==> config.mk <==
export PLATFORM = sky130hd
export DESIGN_NAME = wstack_unit
export DESIGN_NICKNAME = d
export VERILOG_FILES = /design/src/rtl/wstack_pkg.sv /design/src/rtl/wstack_ptr.sv /design/src/rtl/wstack_addr.sv /design/src/rtl/wstack_seq.sv /design/src/rtl/wstack_unit.sv
export SDC_FILE = /design/constraint.sdc
export NUM_CORES = 1
export LEC_CHECK = 0
export BUFFER_PORTS_ARGS = -buffer_cell sky130_fd_sc_hd__buf_2
export CORE_MARGIN = 5
export CORE_UTILIZATION = 46
export DETAILED_ROUTE_END_ITERATION = 12
export PLACE_DENSITY = 0.75
export RECOVER_POWER = 25
export SLEW_MARGIN = 20
export SYNTH_ARGS = -nofsm -noshare
export SYNTH_HDL_FRONTEND = slang
export SYNTH_SLANG_ARGS = --single-unit
==> constraint.sdc <==
create_clock -name clk -period 8.7 [get_ports clk]
set_input_delay 2.61 -clock clk [delete_from_list [all_inputs] [get_ports clk]]
set_output_delay 2.61 -clock clk [all_outputs]
set_load 0.005 [all_outputs]
==> src/rtl/wstack_pkg.sv <==
package wstack_pkg;
   typedef enum logic [2:0] {
      ST_IDLE,
      ST_WR_LO,
      ST_WR_HI,
      ST_RD_LO,
      ST_WT_LO,
      ST_RD_HI,
      ST_WT_HI
   } stk_state_e;
endpackage

==> src/rtl/wstack_ptr.sv <==
module wstack_ptr #(
   parameter int SP_W = 16,
   parameter logic [SP_W-1:0] SP_RESET = 16'hFFFE,
   parameter int STEP = 2
) (
   input  logic            clk,
   input  logic            rst_n,
   input  logic            dec_i,
   input  logic            inc_i,
   output logic [SP_W-1:0] sp_o
);
   localparam logic [SP_W-1:0] STEP_V = SP_W'(STEP);

   logic [SP_W-1:0] sp_q;

   // wraps naturally at SP_W bits; nothing carries out
   always_ff @(posedge clk or negedge rst_n) begin
      if (!rst_n)     sp_q <= SP_RESET;
      else if (dec_i) sp_q <= sp_q - STEP_V;
      else if (inc_i) sp_q <= sp_q + STEP_V;
   end

   assign sp_o = sp_q;
endmodule

==> src/rtl/wstack_addr.sv <==
module wstack_addr #(
   parameter int SEG_W     = 16,
   parameter int SP_W      = 16,
   parameter int SEG_SHIFT = 4,
   parameter int PA_W      = 20
) (
   input  logic [SEG_W-1:0] seg_i,
   input  logic [SP_W-1:0]  sp_i,
   input  logic             hi_sel_i,
   output logic [PA_W-1:0]  pa_o
);
   logic [SP_W-1:0] off;
   logic [PA_W-1:0] base;

   // byte offset stays inside the segment
   assign off = sp_i + SP_W'(hi_sel_i);

   generate
      if (SEG_SHIFT == 0) begin : g_flat
         assign base = PA_W'(seg_i);
      end else begin : g_shifted
         assign base = PA_W'({seg_i, {SEG_SHIFT{1'b0}}});
      end
   endgenerate

   assign pa_o = base + PA_W'(off);
endmodule

==> src/rtl/wstack_seq.sv <==
module wstack_seq
   import wstack_pkg::*;
#(
   parameter int BYTE_W = 8,
   parameter int LANES  = 2,
   parameter int SEG_W  = 16,
   localparam int WORD_W = BYTE_W * LANES
) (
   input  logic              clk,
   input  logic              rst_n,
   input  logic              push_i,
   input  logic              pop_i,
   input  logic [WORD_W-1:0] wdata_i,
   input  logic [SEG_W-1:0]  seg_i,
   input  logic [BYTE_W-1:0] mem_rdata_i,
   input  logic              mem_rvalid_i,
   output logic              busy_o,
   output logic              done_o,
   output logic              err_o,
   output logic [WORD_W-1:0] rdata_o,
   output logic [SEG_W-1:0]  seg_o,
   output logic              dec_o,
   output logic              inc_o,
   output logic              hi_sel_o,
   output logic              mem_wr_o,
   output logic              mem_rd_o,
   output logic [BYTE_W-1:0] mem_wdata_o
);
   stk_state_e        state_q;
   logic [WORD_W-1:0] wbuf_q;
   logic [BYTE_W-1:0] lo_q;
   logic [WORD_W-1:0] rdata_q;
   logic [SEG_W-1:0]  seg_q;
   logic              done_q, err_q;
   logic              idle, take_push, take_pop, clash;
   logic [BYTE_W-1:0] lane [LANES];

   assign idle      = (state_q == ST_IDLE);
   assign take_push = idle && push_i && !pop_i;
   assign take_pop  = idle && pop_i && !push_i;
   assign clash     = idle && push_i && pop_i;

   // little-endian lane split: lane 0 is the low-order byte
   generate
      for (genvar gi = 0; gi < LANES; gi++) begin : g_lane
         assign lane[gi] = wbuf_q[gi*BYTE_W +: BYTE_W];
      end
   endgenerate

   always_ff @(posedge clk or negedge rst_n) begin
      if (!rst_n) begin
         state_q <= ST_IDLE;
         wbuf_q  <= '0;
         lo_q    <= '0;
         rdata_q <= '0;
         seg_q   <= '0;
         done_q  <= 1'b0;
         err_q   <= 1'b0;
      end else begin
         done_q <= 1'b0;
         err_q  <= clash;
         case (state_q)
            ST_IDLE: begin
               if (take_push) begin
                  wbuf_q  <= wdata_i;
                  seg_q   <= seg_i;
                  state_q <= ST_WR_LO;
               end else if (take_pop) begin
                  seg_q   <= seg_i;
                  state_q <= ST_RD_LO;
               end
            end
            ST_WR_LO: state_q <= ST_WR_HI;
            ST_WR_HI: begin
               done_q  <= 1'b1;
               state_q <= ST_IDLE;
            end
            ST_RD_LO: state_q <= ST_WT_LO;
            ST_WT_LO: begin
               if (mem_rvalid_i) begin
                  lo_q    <= mem_rdata_i;
                  state_q <= ST_RD_HI;
               end
            end
            ST_RD_HI: state_q <= ST_WT_HI;
            ST_WT_HI: begin
               if (mem_rvalid_i) begin
                  rdata_q <= {mem_rdata_i, lo_q};
                  done_q  <= 1'b1;
                  state_q <= ST_IDLE;
               end
            end
            default: state_q <= ST_IDLE;
         endcase
      end
   end

   assign busy_o      = !idle;
   assign done_o      = done_q;
   assign err_o       = err_q;
   assign rdata_o     = rdata_q;
   assign seg_o       = seg_q;
   assign dec_o       = take_push;
   assign inc_o       = (state_q == ST_WT_HI) && mem_rvalid_i;
   assign hi_sel_o    = (state_q == ST_WR_HI) || (state_q == ST_RD_HI) ||
                        (state_q == ST_WT_HI);
   assign mem_wr_o    = (state_q == ST_WR_LO) || (state_q == ST_WR_HI);
   assign mem_rd_o    = (state_q == ST_RD_LO) || (state_q == ST_RD_HI);
   assign mem_wdata_o = (state_q == ST_WR_HI) ? lane[1] : lane[0];
endmodule

==> src/rtl/wstack_unit.sv <==
module wstack_unit #(
   parameter int BYTE_W    = 8,
   parameter int LANES     = 2,
   parameter int SEG_W     = 16,
   parameter int SP_W      = 16,
   parameter int SEG_SHIFT = 4,
   parameter logic [SP_W-1:0] SP_RESET = 16'hFFFE,
   localparam int WORD_W = BYTE_W * LANES,
   localparam int PA_W   = SEG_W + SEG_SHIFT
) (
   input  logic              clk,
   input  logic              rst_n,
   input  logic [SEG_W-1:0]  seg_i,
   input  logic              push_i,
   input  logic              pop_i,
   input  logic [WORD_W-1:0] wdata_i,
   output logic              busy_o,
   output logic              done_o,
   output logic              err_o,
   output logic [WORD_W-1:0] rdata_o,
   output logic [SP_W-1:0]   sp_o,
   output logic [PA_W-1:0]   mem_addr_o,
   output logic              mem_wr_o,
   output logic              mem_rd_o,
   output logic [BYTE_W-1:0] mem_wdata_o,
   input  logic [BYTE_W-1:0] mem_rdata_i,
   input  logic              mem_rvalid_i
);
   generate
      if (LANES != 2) begin : g_bad_lanes
         $error("wstack_unit: LANES must be 2");
      end
      if (SP_W > PA_W) begin : g_bad_width
         $error("wstack_unit: SP_W exceeds physical address width");
      end
      if (SP_RESET[0] != 1'b0) begin : g_bad_reset
         $error("wstack_unit: SP_RESET must be word aligned");
      end
   endgenerate

   logic             dec, inc, hi_sel;
   logic [SEG_W-1:0] seg_q;

   wstack_seq #(.BYTE_W(BYTE_W), .LANES(LANES), .SEG_W(SEG_W)) u_seq (
      .clk(clk), .rst_n(rst_n),
      .push_i(push_i), .pop_i(pop_i), .wdata_i(wdata_i), .seg_i(seg_i),
      .mem_rdata_i(mem_rdata_i), .mem_rvalid_i(mem_rvalid_i),
      .busy_o(busy_o), .done_o(done_o), .err_o(err_o), .rdata_o(rdata_o),
      .seg_o(seg_q), .dec_o(dec), .inc_o(inc), .hi_sel_o(hi_sel),
      .mem_wr_o(mem_wr_o), .mem_rd_o(mem_rd_o), .mem_wdata_o(mem_wdata_o)
   );

   wstack_ptr #(.SP_W(SP_W), .SP_RESET(SP_RESET), .STEP(LANES)) u_ptr (
      .clk(clk), .rst_n(rst_n), .dec_i(dec), .inc_i(inc), .sp_o(sp_o)
   );

   wstack_addr #(.SEG_W(SEG_W), .SP_W(SP_W), .SEG_SHIFT(SEG_SHIFT),
                 .PA_W(PA_W)) u_addr (
      .seg_i(seg_q), .sp_i(sp_o), .hi_sel_i(hi_sel), .pa_o(mem_addr_o)
   );
endmodule

==> out/metrics.csv <==
stage,metric,value,unit
finish,final_core_util,0.5601,
synthesis,ys.flop_type,dfrtp_1,
grt,grt_pass1_vias,3513,
synthesis,synth_area_leaders,"dfrtp_1, nand2_1, dfstp_2, mux2_2, ha_1",
route,drt_iter0_drc,140,
clock_tree,clk_pin_slew,0.08,ns
synthesis,yosys-top-cells-count,"nand2_1, dfrtp_1, mux2_2, nor2_1, a21oi_1",
setup_path,critical_path.top_delay_family,buffers and inverters,
route,wl_per_cell,15.35,microns
grt,grt_pass1_wl,16840,microns
route,first_pass_iters,6,
pwr,peakVddDrop,175.3,uV
synthesis,ys_async_sr_fraction,1.000,
grt,grt_usage,0.1859,
setup_path,startpoint_type,input pin,
synthesis,ys_warn_count,0,
worst_hold_path,holdPathStages,2,
finish,antennaDiodeCount,0,
worst_hold_path,hp-class,reg2reg,
floorplan,fp.dieArea,0.01087,sq mm
timing,period_needed,5.878,ns
status,outcome,"finished, violations left",
setup_path,reg2reg_to,u_ptr.sp_o[15],
setup_path,cp_max_fo,76,
finish,postLayoutCellArea,0.004861,sq mm
grt,antenna_found_initial,0,
timing,maxSlewViolCount,77,
floorplan,io_pins,110,
timing,rsz0062_at_grt,false,
clock_tree,tritoncts,built,
finish,layout-drive-gt1-share,0.3384,
clock_tree,cts_resized,0,
placed_design,dp_hpwl,6964,microns
pwr,powerDensity,390.6,mW/mm^2
synthesis,synth_nets,488,
floorplan,core-area,0.008678,sq mm
setup_path,cpPeakStageDelay,2.77,ns
grt,grt_max_degree,77,
timing,fmax,170.1,MHz
pwr,p_leak,0.002455,uW
grt,grt_overflow,0,
setup_path,crit_slowest_cell,clkbuf_1,
clock_tree,cts_sinks,76,
clock_tree,cts_buffer_depth,2,
setup_path,cp.arrival,5.42,ns
timing,whs,0.4754,ns
synthesis,ys_types,52,
synthesis,postSynthAreaPerCell,9.525,sq um
timing,finalHoldViolCount,0,
finish,seqCellArea,0.001921,sq mm
route,wirelength,9776,microns
clock_tree,cts_setup_buffers,0,
synthesis,synthCells,429,
route,antenna_left,0,
synthesis,synth_edf_count,0,
timing,worst_pin_slew,4.002,ns
timing,skew,0.01200,ns
route,routed_via_density,5.353,
synthesis,ys_seq_area_frac,0.4700,
synthesis,synth_top_area_frac,0.3735,
setup_path,crit_buf_inv,1,
synthesis,synth_area,0.004086,sq mm
setup_path,cp.required,8.25,ns
setup_path,reg2reg_slack,5.38,ns
floorplan,die_w,104.3,microns
clock_tree,cts_hold_buf,0,
synthesis,synth_top_area_cell,dfrtp_1,
placed_design,routabilityCongestion,0.9919,
setup_path,endpoint_kind,async pin,
timing,final-setup-viol-count,0,
clock_tree,cts-root-buf,clkbuf_8,
synthesis,synth.most_common_cell,nand2_1,
synthesis,ys_ff_latch,76,
route,drc,0,
worst_hold_path,min_to,u_seq.wbuf_q[15],
clock_tree,cts_buffers,9,
setup_path,worstPathCellList,clkbuf_1,
setup_path,r2r-start,u_seq.state_q[2],
floorplan,start_util,0.4709,
setup_path,worst-setup-path-type,in2async,
placed_design,placed_area,0.004651,sq mm
floorplan,chipHeight,104.3,microns
pwr,p_total,1899,uW
placed_design,portBuffers,108,
finish,n_fill_cell,785,
route,via_count,3410,
status,violations,"capacitance limit, slew limit",
timing,slew_headroom,-1.668,
clock_tree,clock_latency,0.36,ns
timing,setup-tns-final,0,ns
worst_hold_path,min_from,u_seq.wbuf_q[15],
run,cap_violations,1,
timing,fin_crit_sh,0.6756,
finish,syn_to_final_growth,18.95,%
finish,nets,583,
setup_path,reg2reg_depth,11,
floorplan,rows,34,
finish,multi_input_area,0.002004,sq mm
clock_tree,ctsHtreeMaxLevel,3,
==> power breakdown <==
part           internal (uW)  switching, uW  total, uW
Combinational            453            461        914
Clock                    141            154        295
Sequential               538            153        690
==> cell usage in the layout (no fill, tap or decap), drive strengths merged, types with 5 or more instances in the layout <==
master  instances
nand2         118
buf           107
dfrtp          61
mux2           34
nor2           20
a21oi          18
xnor2          16
dfstp          15
inv            15
o21ai          13
xor2           13
ha             13
clkbuf         12
nand4           7
nand3           6
nor3            6
and3            5
==> worst max path at each step <==
stage               cells past startpoint              end  slack [ns]     startpoint
floorplan                               9   u_ptr.sp_o[13]        3.69          pop_i
global placement                        9   mem_addr_o[14]        3.49  u_ptr.sp_o[5]
detailed placement                      9   mem_addr_o[14]        3.47  u_ptr.sp_o[5]
CTS                                     9   mem_addr_o[14]        3.04  u_ptr.sp_o[5]
global route                            1  u_seq.wbuf_q[4]        1.91          rst_n
finish                                  1  u_seq.wbuf_q[4]        2.82          rst_n
==> state kept, by name (all words and copies together) (netlist names) <==
name           cells
u_ptr.sp_o        15
u_seq.done_o       1
u_seq.err_o        1
u_seq.lo_q         8
u_seq.rdata_o     16
u_seq.seg_o       16
u_seq.state_q      3
u_seq.wbuf_q      16
==> cells by family after synthesis <==
logic type                 after synthesis  synth area share
AOI/OAI and AO/OA                       59           0.09278
other                                    1         0.0009177
buffers and inverters                   36           0.04072
xor gates and xnor gates                29           0.06215
DFF                                     76            0.4700
muxes                                   35           0.09614
and+or+nand+nor                        179            0.1926
adders and majority gates               14           0.04470
==> metrics by stage <==
stage	instances	worst slack (ns)
5_1_grt	637	1.912
6_report	637	2.822
4_1_cts	637	3.044
3_5_place_dp	621	3.471
3_3_place_gp	621	3.492
2_1_floorplan	429	3.685
==> layout make-up <==
class,count,area share
Clock inverter,7,0.01802
Inverter,10,0.007722
Multi-Input combinational cell,317,0.4124
Tap cell,108,0.02780
Clock buffer,9,0.02548
Timing Repair Buffer,110,0.1135
Sequential cell,76,0.3951
==> per-layer routing <==
layer | track usage | part of all wire
met1 | 0.2388 | 0.42
met2 | 0.3033 | 0.50
met3 | 0.05276 | 0.071
met4 | 0.05920 | 0.015
met5 | 0 | 0
Note: power is estimated with default switching activity, not from simulation.
